**config.mk**
```make
export PLATFORM = sky130hd
export DESIGN_NAME = snap_capture
export DESIGN_NICKNAME = d
export VERILOG_FILES = /design/src/rtl/snap_capture.sv
export SDC_FILE = /design/constraint.sdc
export NUM_CORES = 1
export LEC_CHECK = 0
export BUFFER_PORTS_ARGS = -buffer_cell sky130_fd_sc_hd__buf_2
export CAP_MARGIN = 0
export CORE_MARGIN = 8
export CORE_UTILIZATION = 45
export CTS_CLUSTER_SIZE = 40
export DETAILED_ROUTE_END_ITERATION = 6
export HOLD_SLACK_MARGIN = 0.15
export RECOVER_POWER = 100
export SLEW_MARGIN = 15
export SYNTH_ARGS = -nofsm -noshare
export SYNTH_HDL_FRONTEND = slang
export SYNTH_SLANG_ARGS = --single-unit
```
**constraint.sdc**
```tcl
create_clock -name clk -period 5.3 [get_ports clk]
set_clock_uncertainty 0.05 [all_clocks]
set_input_delay 1.06 -clock clk [delete_from_list [all_inputs] [get_ports clk]]
set_output_delay 1.06 -clock clk [all_outputs]
set_load 0.01 [all_outputs]
```
**src/rtl/snap_capture.sv**
```systemverilog
module snap_capture #(
  parameter int DW  = 12,
  parameter int AW  = 5,
  parameter int TW  = 16,
  parameter int DLW = 6,
  parameter int HW  = 8,
  parameter int CW  = 8,
  parameter int DTW = 16,
  parameter int BW  = 3,
  parameter int GW  = 4,
  parameter int TPW = 8
) (
  input  logic           clk,
  input  logic           rst_n,
  input  logic           s_valid,
  input  logic [DW-1:0]  s_data,
  input  logic           near_fs,
  input  logic [DW-1:0]  thresh,
  input  logic [DLW-1:0] dwell_len,
  input  logic [HW-1:0]  holdoff_len,
  input  logic [AW:0]    pre_len,
  input  logic [AW:0]    post_len,
  input  logic           ext_mode,
  input  logic           ext_trig,
  input  logic [HW-1:0]  ext_timeout,
  input  logic [TW-1:0]  timestamp,
  input  logic [BW-1:0]  band,
  input  logic [GW-1:0]  gain,
  input  logic [TPW-1:0] temp,
  input  logic [AW-1:0]  rd_idx,
  input  logic           rec_ack,
  output logic           rec_ready,
  output logic [DW-1:0]  rd_data,
  output logic [TW-1:0]  hdr_ts,
  output logic [BW-1:0]  hdr_band,
  output logic [GW-1:0]  hdr_gain,
  output logic [TPW-1:0] hdr_temp,
  output logic           hdr_ovl,
  output logic           hdr_tmo,
  output logic           capture_active,
  output logic           cfg_err,
  output logic [CW-1:0]  fired_cnt,
  output logic [CW-1:0]  missed_cnt,
  output logic [DTW-1:0] dead_cnt
);
  localparam int DEPTH = 1 << AW;

  typedef enum logic [1:0] {ARMED, POST, HELD, HOLDOFF} st_t;
  st_t st;

  logic [DW-1:0]  mem [DEPTH];
  logic [AW-1:0]  wp, start;
  logic [AW:0]    rem, nf_age;
  logic           nf_seen;
  logic [HW-1:0]  hcnt, tcnt;
  logic [DLW-1:0] run;
  logic [TW-1:0]  run_ts;

  logic [AW+1:0]  win_len;
  logic [DLW-1:0] dwell_m1;
  logic above, qual, tmo_hit, trig, miss_ev, wr, pre_ovl;

  assign win_len  = {1'b0, pre_len} + {1'b0, post_len};
  assign cfg_err  = (post_len == '0) || (win_len > (AW+2)'(DEPTH));
  assign above    = s_data > thresh;
  assign dwell_m1 = (dwell_len == '0) ? '0 : dwell_len - DLW'(1);
  assign qual     = s_valid && above && (run == dwell_m1);
  assign tmo_hit  = ext_mode && (ext_timeout != '0) && (tcnt == ext_timeout - HW'(1));
  assign trig     = (st == ARMED) && !cfg_err && s_valid && (ext_mode ? (ext_trig || tmo_hit) : qual);
  assign miss_ev  = (st != ARMED) && s_valid && (ext_mode ? ext_trig : qual);
  assign wr       = s_valid && (st != HELD);
  assign pre_ovl  = nf_seen && (nf_age < pre_len);

  assign rec_ready      = (st == HELD);
  assign capture_active = (st == POST);
  assign rd_data        = mem[start + rd_idx];

  always_ff @(posedge clk)
    if (wr) mem[wp] <= s_data;

  always_ff @(posedge clk or negedge rst_n) begin
    if (!rst_n) begin
      st <= ARMED;
      wp <= '0; start <= '0; rem <= '0;
      nf_age <= '0; nf_seen <= 1'b0;
      hcnt <= '0; tcnt <= '0; run <= '0; run_ts <= '0;
      hdr_ts <= '0; hdr_band <= '0; hdr_gain <= '0; hdr_temp <= '0;
      hdr_ovl <= 1'b0; hdr_tmo <= 1'b0;
      fired_cnt <= '0; missed_cnt <= '0; dead_cnt <= '0;
    end else begin
      if (wr) wp <= wp + AW'(1);

      if (s_valid) begin
        if (above) begin
          if (run != '1) run <= run + DLW'(1);
          if (run == '0) run_ts <= timestamp;
        end else run <= '0;
      end

      if (st != ARMED || !ext_mode) tcnt <= '0;
      else if (s_valid) tcnt <= tcnt + HW'(1);

      if (wr) begin
        if (near_fs) begin
          nf_age <= '0;
          nf_seen <= 1'b1;
        end else if (nf_age != (AW+1)'(DEPTH)) nf_age <= nf_age + (AW+1)'(1);
      end

      if (miss_ev) missed_cnt <= missed_cnt + CW'(1);
      if (st != ARMED && dead_cnt != '1) dead_cnt <= dead_cnt + DTW'(1);

      case (st)
        ARMED: if (trig) begin
          start     <= wp - pre_len[AW-1:0];
          hdr_ts    <= (ext_mode || run == '0) ? timestamp : run_ts;
          hdr_band  <= band;
          hdr_gain  <= gain;
          hdr_temp  <= temp;
          hdr_tmo   <= ext_mode && !ext_trig;
          hdr_ovl   <= near_fs || pre_ovl;
          fired_cnt <= fired_cnt + CW'(1);
          rem       <= post_len - (AW+1)'(1);
          st        <= (post_len == (AW+1)'(1)) ? HELD : POST;
        end
        POST: if (s_valid) begin
          hdr_ovl <= hdr_ovl || near_fs;
          if (rem == (AW+1)'(1)) st <= HELD;
          else rem <= rem - (AW+1)'(1);
        end
        HELD: if (rec_ack) begin
          hcnt <= '0;
          st   <= (holdoff_len == '0) ? ARMED : HOLDOFF;
        end
        default: if (s_valid) begin
          if (hcnt == holdoff_len - HW'(1)) st <= ARMED;
          else hcnt <= hcnt + HW'(1);
        end
      endcase
    end
  end

  a_r6_flags_exclusive: assert property (@(posedge clk) disable iff (!rst_n)
    !(capture_active && rec_ready));

  a_r6_frozen_until_ack: assert property (@(posedge clk) disable iff (!rst_n)
    rec_ready && !rec_ack |=> rec_ready && $stable(hdr_ts) && $stable(hdr_ovl) && $stable(hdr_band));

  a_r8_fire_only_armed: assert property (@(posedge clk) disable iff (!rst_n)
    (fired_cnt != $past(fired_cnt)) |-> $past(st == ARMED));

  a_r8_miss_only_disarmed: assert property (@(posedge clk) disable iff (!rst_n)
    (missed_cnt != $past(missed_cnt)) |-> $past(st != ARMED));

  a_r9_no_trigger_on_error: assert property (@(posedge clk) disable iff (!rst_n)
    (st == ARMED) && cfg_err |=> fired_cnt == $past(fired_cnt));

  a_r12_dead_stable_armed: assert property (@(posedge clk) disable iff (!rst_n)
    (st == ARMED) |=> $stable(dead_cnt));
endmodule

```
* After elaboration in Yosys (flattened, before gate mapping)
Memory sizes are Yosys's and may differ from the RTL's.
Index checks and enable logic that the tools add are counted.
** Word-level totals
- Memory bits (writable) :: 384
- Word-level logic and storage cells :: 135
- Register bits after elaboration :: 128
- Output and inout bits :: 80
- Input port bits :: 101
- Memories :: 1
** Memories
- mem :: words 32, bits a word 12, rd ports 1, clocked after Yosys merged registers in 0, write ports 1, line 51 : logic [DW-1:0] mem [DEPTH];
** Cells by class
- $add $sub $neg :: 16
- $lt $le $gt $ge :: 3
- Reduce and logical (&&, ||, !) cells :: 45
- Equality and inequality tests :: 18
- Mux-type cells :: 32
- Bitwise logic cells :: 1
** Operator list (count)
- 6-bit 2-to-1 mux :: 8
- 8-bit 2-to-1 mux :: 5
- 8-bit by 1-bit adder with 8-bit output, second input constant :: 4
- 6-bit zero test :: 3
- 6-bit by 1-bit subtractor with 6-bit output, second input constant :: 3
- 16-bit by 1-bit adder with 16-bit output, second input constant :: 1
- 8-bit == test :: 2
- 16-bit 2-to-1 mux :: 1
- 2-bit 2-to-1 mux :: 8
- 16-bit != test, second input constant :: 1
- 8-bit one-hot mux with 2 select lines :: 1
- 8-bit by 1-bit subtractor with 8-bit output, second input constant :: 2
- 1-bit logical AND :: 13
- 6-bit by 1-bit adder with 6-bit output, second input constant :: 2
- 6-bit by 1-bit == test with 1-bit output, second input constant :: 2
- 12-bit > comparator :: 1
- 2-bit != test, second input constant :: 6
- 6-bit != test, second input constant :: 2
- 6-bit one-hot mux with 2 select lines :: 1
- 2-bit nonzero test :: 5
- 8-bit zero test :: 1
- 2-bit AND reduction :: 4
- 4-bit AND reduction :: 2
- 8-bit nonzero test :: 1
- other kinds (22) :: 36

* Longest topological paths before layout
Gate-level depths: netlist of run 1.
- Depth after elaboration :: 9
- Gate-level depth with buffers :: 13
- Mapped depth without buffers :: 11

* Worst setup path before layout of run 1
OpenSTA, ideal clock, no wires.
- Path type :: input -> output
- Start point :: in rd_idx[0]
- End point :: out rd_data[0]
- Data arrival time :: 3.798 ns
- Slack :: 0.392 ns
- Path buffers :: 3
- Stages :: 7
- Cell sequence :: ha_1 clkbuf_1 buf_1 buf_1 mux4_2 mux4_2 mux2_2
** Between the ends
- Cells in the longest elaborated chain, start to end :: 2
** RTL lines
- start, declared :: line 30 : input logic [AW-1:0] rd_idx,
- 5-bit adder :: line 76 : assign rd_data = mem[start + rd_idx];
- memory 32 x 12 bit
- end, declared :: line 33 : output logic [DW-1:0] rd_data,
No other way between the ends.

* Final worst setup path of run 1
- Start point :: in rd_idx[0]
- End point :: out rd_data[7]
The elaborated chain is that of the path after synthesis.

==> results of run 1 <==
final cells by class:
class	count	area [sq um]	area share, %
Inverter	54	203	0.784
Multi-Input combinational cell	761	7310	28.3
Timing Repair Buffer	201	977	3.78
Clock buffer	70	1480	5.73
Sequential cell	512	14700	57.0
Tap cell	672	841	3.25
Clock inverter	30	313	1.21
cells in the final DEF, fill, tap and decap left out, types with 5 or more instances in the layout:
master,synthesis,layout
a21o_1,13,13
dfrtp_1,128,128
nor3_1,18,18
or3_1,7,7
buf_2,3,94
clkbuf_16,0,55
inv_1,54,54
mux2i_1,23,23
ha_1,56,55
nor2_1,87,86
mux4_2,120,120
xnor2_1,50,48
nor3b_1,5,5
clkinv_2,0,12
nand2b_1,8,8
nor4_1,9,9
a21oi_1,30,31
xor2_1,37,37
nand2_1,71,71
mux2_1,2,7
mux2_2,49,44
nand4_1,21,21
clkbuf_1,46,106
nand3_1,26,26
nand3b_1,6,6
a31oi_1,8,8
o21ai_0,44,44
and3_1,12,12
clkbuf_8,0,5
buf_12,0,5
edfxtp_1,384,384
worst register-to-register path, cell delays in order, from the launching register on:
cell,delay (ps)
dfrtp_1,390
inv_1,80
ha_1,310
nor2_1,140
clkbuf_1,390
nand2_1,420
nor2_1,1370
stage by stage:
step / hold WS, ps / std cells / utilization (%)
after floorplan: 394 / 1382 / -
after global placement: 409 / 2200 / 49.0
after detailed placement: 408 / 2200 / 49.0
after CTS: 424 / 2300 / 52.6
after global routing: 454 / 2300 / 52.1
final: 428 / 2300 / 52.1
power by group through the flow:
stage	sequential, mW	clock, mW	combinational (mW)
6_report	5.14	3.77	4.25
4_1_cts	5.14	3.86	4.47
2_1_floorplan	5.17	0	2.90
5_1_grt	5.21	4.00	4.62
3_3_place_gp	5.20	0	4.39
3_5_place_dp	5.21	0	4.46
worst paths after layout:
kind,startpoint,to,cells after the start
max in group asynchronous,rst_n,dead_cnt[10]$_DFFE_PN0P_,2
min reg2reg,nf_seen$_DFFE_PN0P_,nf_seen$_DFFE_PN0P_,1
min in group asynchronous,rst_n,missed_cnt[2]$_DFFE_PN0P_,1
max,rd_idx[0],rd_data[7],8
max reg2reg,st[0]$_DFFE_PN0P_,mem[27][3]$_DFFE_PP_,6
min,nf_seen$_DFFE_PN0P_,nf_seen$_DFFE_PN0P_,1
logic make-up after synthesis:
group,Yosys count,share of synthesized area (%)
flops,512,65.7
simple gates,290,6.25
mux,194,15.6
compound gates,131,3.78
buf+inv,109,1.84
xor+xnor,87,3.40
fa+ha+maj,59,3.39
routing by layer:
layer / track usage (%) / wire length, microns / up-vias
li1: - / - / 5735
met1: 23.8 / 21600 / 6392
met2: 31.0 / 26000 / 334
met3: 3.89 / 3260 / 80
met4: 4.98 / 1100 / 10
met5: 0 / 55 / -
registers in the layout, summed over array words and instances (netlist names), 3 cells and up:
name	flops
tcnt	8
hdr_gain	4
nf_age	6
hdr_band	3
wp	5
rem	6
hcnt	8
hdr_temp	8
run	6
mem	384
run_ts	16
dead_cnt	16
hdr_ts	16
fired_cnt	8
missed_cnt	8
start	5
==> impl_metrics.ini, run 1 <==
[worst_setup_path]
endpoint_kind = output pin
cpPeakStageDelay_ps = 790
crit_fanout = 50
worst-r2r-setup-slack_ps = 1740
crit_buf_inv = 3
start_kind = input port
worstPathArrival_ps = 3950
required_ps = 4190
crit_type = input port to output pin
path_cells = buf_2 > ha_4 > fa_4 > buf_12 > mux4_2 > mux4_2 > mux2_1 > buf_2
cp_top_family = multiplexers
cp_slowest_cell = fa_4

[grt]
grt_pass1_wl_mm = 79.5
overflow = 0
grt_max_degree = 97
track_usage_pct = 18.3
grt_pass1_vias = 13200
antenna_found_initial = 6

[die]
die_area_sq_um = 57200
start_util_pct = 45.2
die_w_microns = 239
fp-row-count = 82
die_y_microns = 239
coreArea_sq_um = 49700
io_pins = 181

[yosys]
ys.flop_type = edfxtp_1
synth_area_sq_um = 22400
synth_top_area_share_pct = 51.4
yosys.area.top_type = edfxtp_1
synth_area_leaders = edfxtp_1 (51%), dfrtp_1 (14%), mux4_2 (12%)
yosys_warnings = 0
synth_edf_count = 384
synthDistinctLibCells = 59
syn_inst = 1382
synthArstFlopShare_pct = 25.0
yosys-top-cells-count = edfxtp_1 (384), dfrtp_1 (128), mux4_2 (120)
synth.most_common_cell = edfxtp_1
yosysSeqAreaShare_pct = 65.7
ys_ff_latch = 512
syn_nets = 1542
synth.avg_cell_area_sq_um = 16.2

[clocking]
clkTransAtPathRegs_ps = 60
cts_buffers = 54
clock-sinks = 512
h-tree-depth = 2
ctsResizeCount = 0
clk_latency_ps = 600
hold_buffers = 0
cts_setup_buffers = 0
cts_tree = done
clock_path_buffers = 3
cts-root-buf = clkbuf_16

[placed_design]
place_ws_ps = 319
io_buffer_count = 180
gp_congestion = 0.805
placed_area_sq_um = 24300
dp_hpwl_mm = 33.5

[timing]
period_needed_ps = 5060
min_period_over_period_pct = 95.6
finalHoldViolations = 0
maxSlewHeadroom_pct = -60.8
fmax_ghz = 0.197
setup_tns_ps = 0
report.final.slew_viol_count = 471
fin_ws_ps = 236
rsz0062_at_grt = no
final-setup-viol-count = 0
tightest_slew_ps = 2410

[cells_and_area]
antennaDiodeCount = 0
final_nets = 1744
area_growth_pct = 15.3
fillerInstances = 4230
design_area_sq_um = 25900
drive_gt1_share_pct = 22.7

[route]
ant_nets = 0
avgRoutedWirePerCell_microns = 22.6
drt_first_pass_iters = 4
drtIter0Drc = 811
routed_via_density = 5.46
wirelength_mm = 52.0
dr_total_vias = 12600
route.detailed.drc = 0

[power]
peakVddDrop_mv = 0.268
p_leak_nw = 9.36
switching_share_pct = 31.6
pwr-share-comb_pct = 32.3
internal-power_mw = 9.00
power_density_nw_per_um2 = 509
switchingPower_mw = 4.16
p_seq_share_pct = 39.1
clockPowerShare_pct = 28.7
power_mw = 13.2

[run_status]
violations = capacitance limit, slew limit
outcome = complete, but fails checks

[job]
drv_cap = 31

[hold_path]
hp-class = register to register
(Power assumes the default switching activity.)
==> inputs of run 2 (changes only) <==
- CORE_UTILIZATION: 45 -> 60
- PLACE_DENSITY: not set -> 0.8
==> run 2 against run 1 <==
Flip-flop and latch count unchanged. Die area down 23%. Register-to-register slack better by 20 ps. Critical path depth unchanged. Wire length up 3.0%. Clock-buffer cell count down 4. Total power down 0.39%. Sequential share of layout area up 0.75 points. The run still ends with capacitance limit, slew limit left.
==> impl_metrics.ini, run 2 (synthesis results as in run 1) <==
[timing]
rsz0062_at_grt = no
setup_tns_ps = 0
period_needed_ps = 5010
report.final.slew_viol_count = 488
fmax_ghz = 0.200
tightest_slew_ps = 2370
min_period_over_period_pct = 94.5
finalHoldViolations = 0
final-setup-viol-count = 0
maxSlewHeadroom_pct = -58.2

[cells_and_area]
largest_register_ffs = 384
drive_gt1_share_pct = 21.7
area_growth_pct = 13.8
design_area_sq_um = 25500
fillerInstances = 2469
final_common_cell = edfxtp_1
largest_register = mem
layout_common_cells = edfxtp_1 (384), dfrtp_1 (128), mux4_2 (120), clkbuf_1 (120), buf_2 (93)
final_cell_count_no_fill = 2107
area.sequential_sq_um = 14700
multiInputGateArea_sq_um = 7280
antennaDiodeCount = 0
final_nets = 1753

[clocking]
clkTransAtPathRegs_ps = 60
cts-root-buf = clkbuf_16
hold_buffers = 0
h-tree-depth = 2
clock_path_buffers = 3
clk_latency_ps = 600
clock-sinks = 512
cts_setup_buffers = 0
cts_tree = done
ctsResizeCount = 0
cts_buffers = 51

[worst_setup_path]
crit_type = input port to output pin
crit_buf_inv = 3
cpPeakStageDelay_ps = 790
endpoint_kind = output pin
cp.depth = 8
critPathLaunch = rd_idx[0]
required_ps = 4190
path_cells = buf_2 > ha_4 > fa_4 > buf_12 > mux4_2 > mux4_2 > mux2_1 > buf_2
start_kind = input port
crit_fanout = 63
cp_slowest_cell = fa_4
r2r-start = st[0]$_DFFE_PN0P_
worstPathArrival_ps = 3900
cp_top_family = multiplexers
rr_worst_depth = 6

[route]
routed_via_density = 6.22
avgRoutedWirePerCell_microns = 25.4
drtIter0Drc = 1109
wl_met3_mm = 4.25
wirelength_mm = 53.5
wl_met2_mm = 27.1
top_layer = met5
wl_met1_mm = 20.4
drt_first_pass_iters = 5
route.detailed.drc = 0
ant_nets = 0
dr_total_vias = 13100

[placed_design]
dp_hpwl_mm = 33.4
dp_cells = 2014
placed_area_sq_um = 24100
gp_congestion = 0.837
io_buffer_count = 180

[job]
drv_cap = 23

[grt]
track_usage_pct = 24.6
overflow = 0
grt_pass1_vias = 13800
antenna_found_initial = 2
grt_pass1_wl_mm = 81.8
grt_max_degree = 93

[run_status]
outcome = complete, but fails checks
violations = capacitance limit, slew limit

[power]
power_density_nw_per_um2 = 514
p_leak_nw = 9.31
peakVddDrop_mv = 0.444

[hold_path]
min_path_cells = 2
hp-class = register to register
worstHoldStart = hdr_ts[1]$_DFFE_PN0P_

[die]
io_pins = 181
start_util_pct = 60.2
die_y_microns = 209
die_w_microns = 209
fp-row-count = 71
coreArea_sq_um = 37200
die_area_sq_um = 43800
==> run 2: cell types whose count changed in the layout (fill, tap and decap cells not counted), moves of 2 or more <==
cell        before  now
clkinv_2        12    9
clkbuf_1       106  120
clkbuf_16       55   52
clkinv_1         4    6
clkinvlp_4       4    2
clkbuf_8         5    2
inv_4            3    0
==> run 2: final timing paths <==
| kind | slack, ps | endpoint |
|---|---|---|
| max | 290 | rd_data[1] |
| min in group asynchronous | 1130 | hdr_temp[7]$_DFFE_PN0P_ |
| min reg2reg | 420 | hdr_ts[1]$_DFFE_PN0P_ |
| min | 420 | hdr_ts[1]$_DFFE_PN0P_ |
| max reg2reg | 1760 | mem[3][7]$_DFFE_PP_ |
| max in group asynchronous | 1320 | start[0]$_DFFE_PN0P_ |
==> run 2: stage by stage <==
| stage | util [%] | hold WS [ps] | power (mW) | setup slack (ps) |
|---|---|---|---|---|
| 6_report | 68.6 | 424 | 13.1 | 294 |
| 5_1_grt | 68.6 | 437 | 13.7 | 237 |
| 4_1_cts | 69.3 | 425 | 13.3 | 335 |
| 3_5_place_dp | 64.8 | 412 | 9.67 | 353 |
| 3_3_place_gp | 64.8 | 403 | 9.50 | 374 |
| 2_1_floorplan | - | 394 | 8.07 | 392 |
==> run 2: where the power goes <==
part / switching, mW / internal (mW) / total [mW]
sequential: 0.344 / 4.81 / 5.15
combinational: 2.31 / 2.03 / 4.34
clock: 1.54 / 2.09 / 3.63
==> run 2: metal layers <==
| metal | vias up | track usage, % |
|---|---|---|
| li1 | 5748 | - |
| met1 | 6686 | 30.9 |
| met2 | 546 | 42.0 |
| met3 | 119 | 5.38 |
| met4 | 4 | 8.19 |
| met5 | - | 0 |
==> run 2: cell type report <==
type / instances / share of cell area (%)
Inverter: 54 / 0.794
Multi-Input combinational cell: 761 / 28.5
Timing Repair Buffer: 213 / 4.04
Sequential cell: 512 / 57.7
Tap cell: 474 / 2.32
Clock inverter: 27 / 1.21
Clock buffer: 66 / 5.38
==> run 2: worst register-to-register path, stage by stage (launching register included) <==
cell and delay, ps:
dfrtp_1 390, inv_1 70, ha_1 320, nor2_1 140, clkbuf_1 390, nand2_1 370
nor2_1 1400
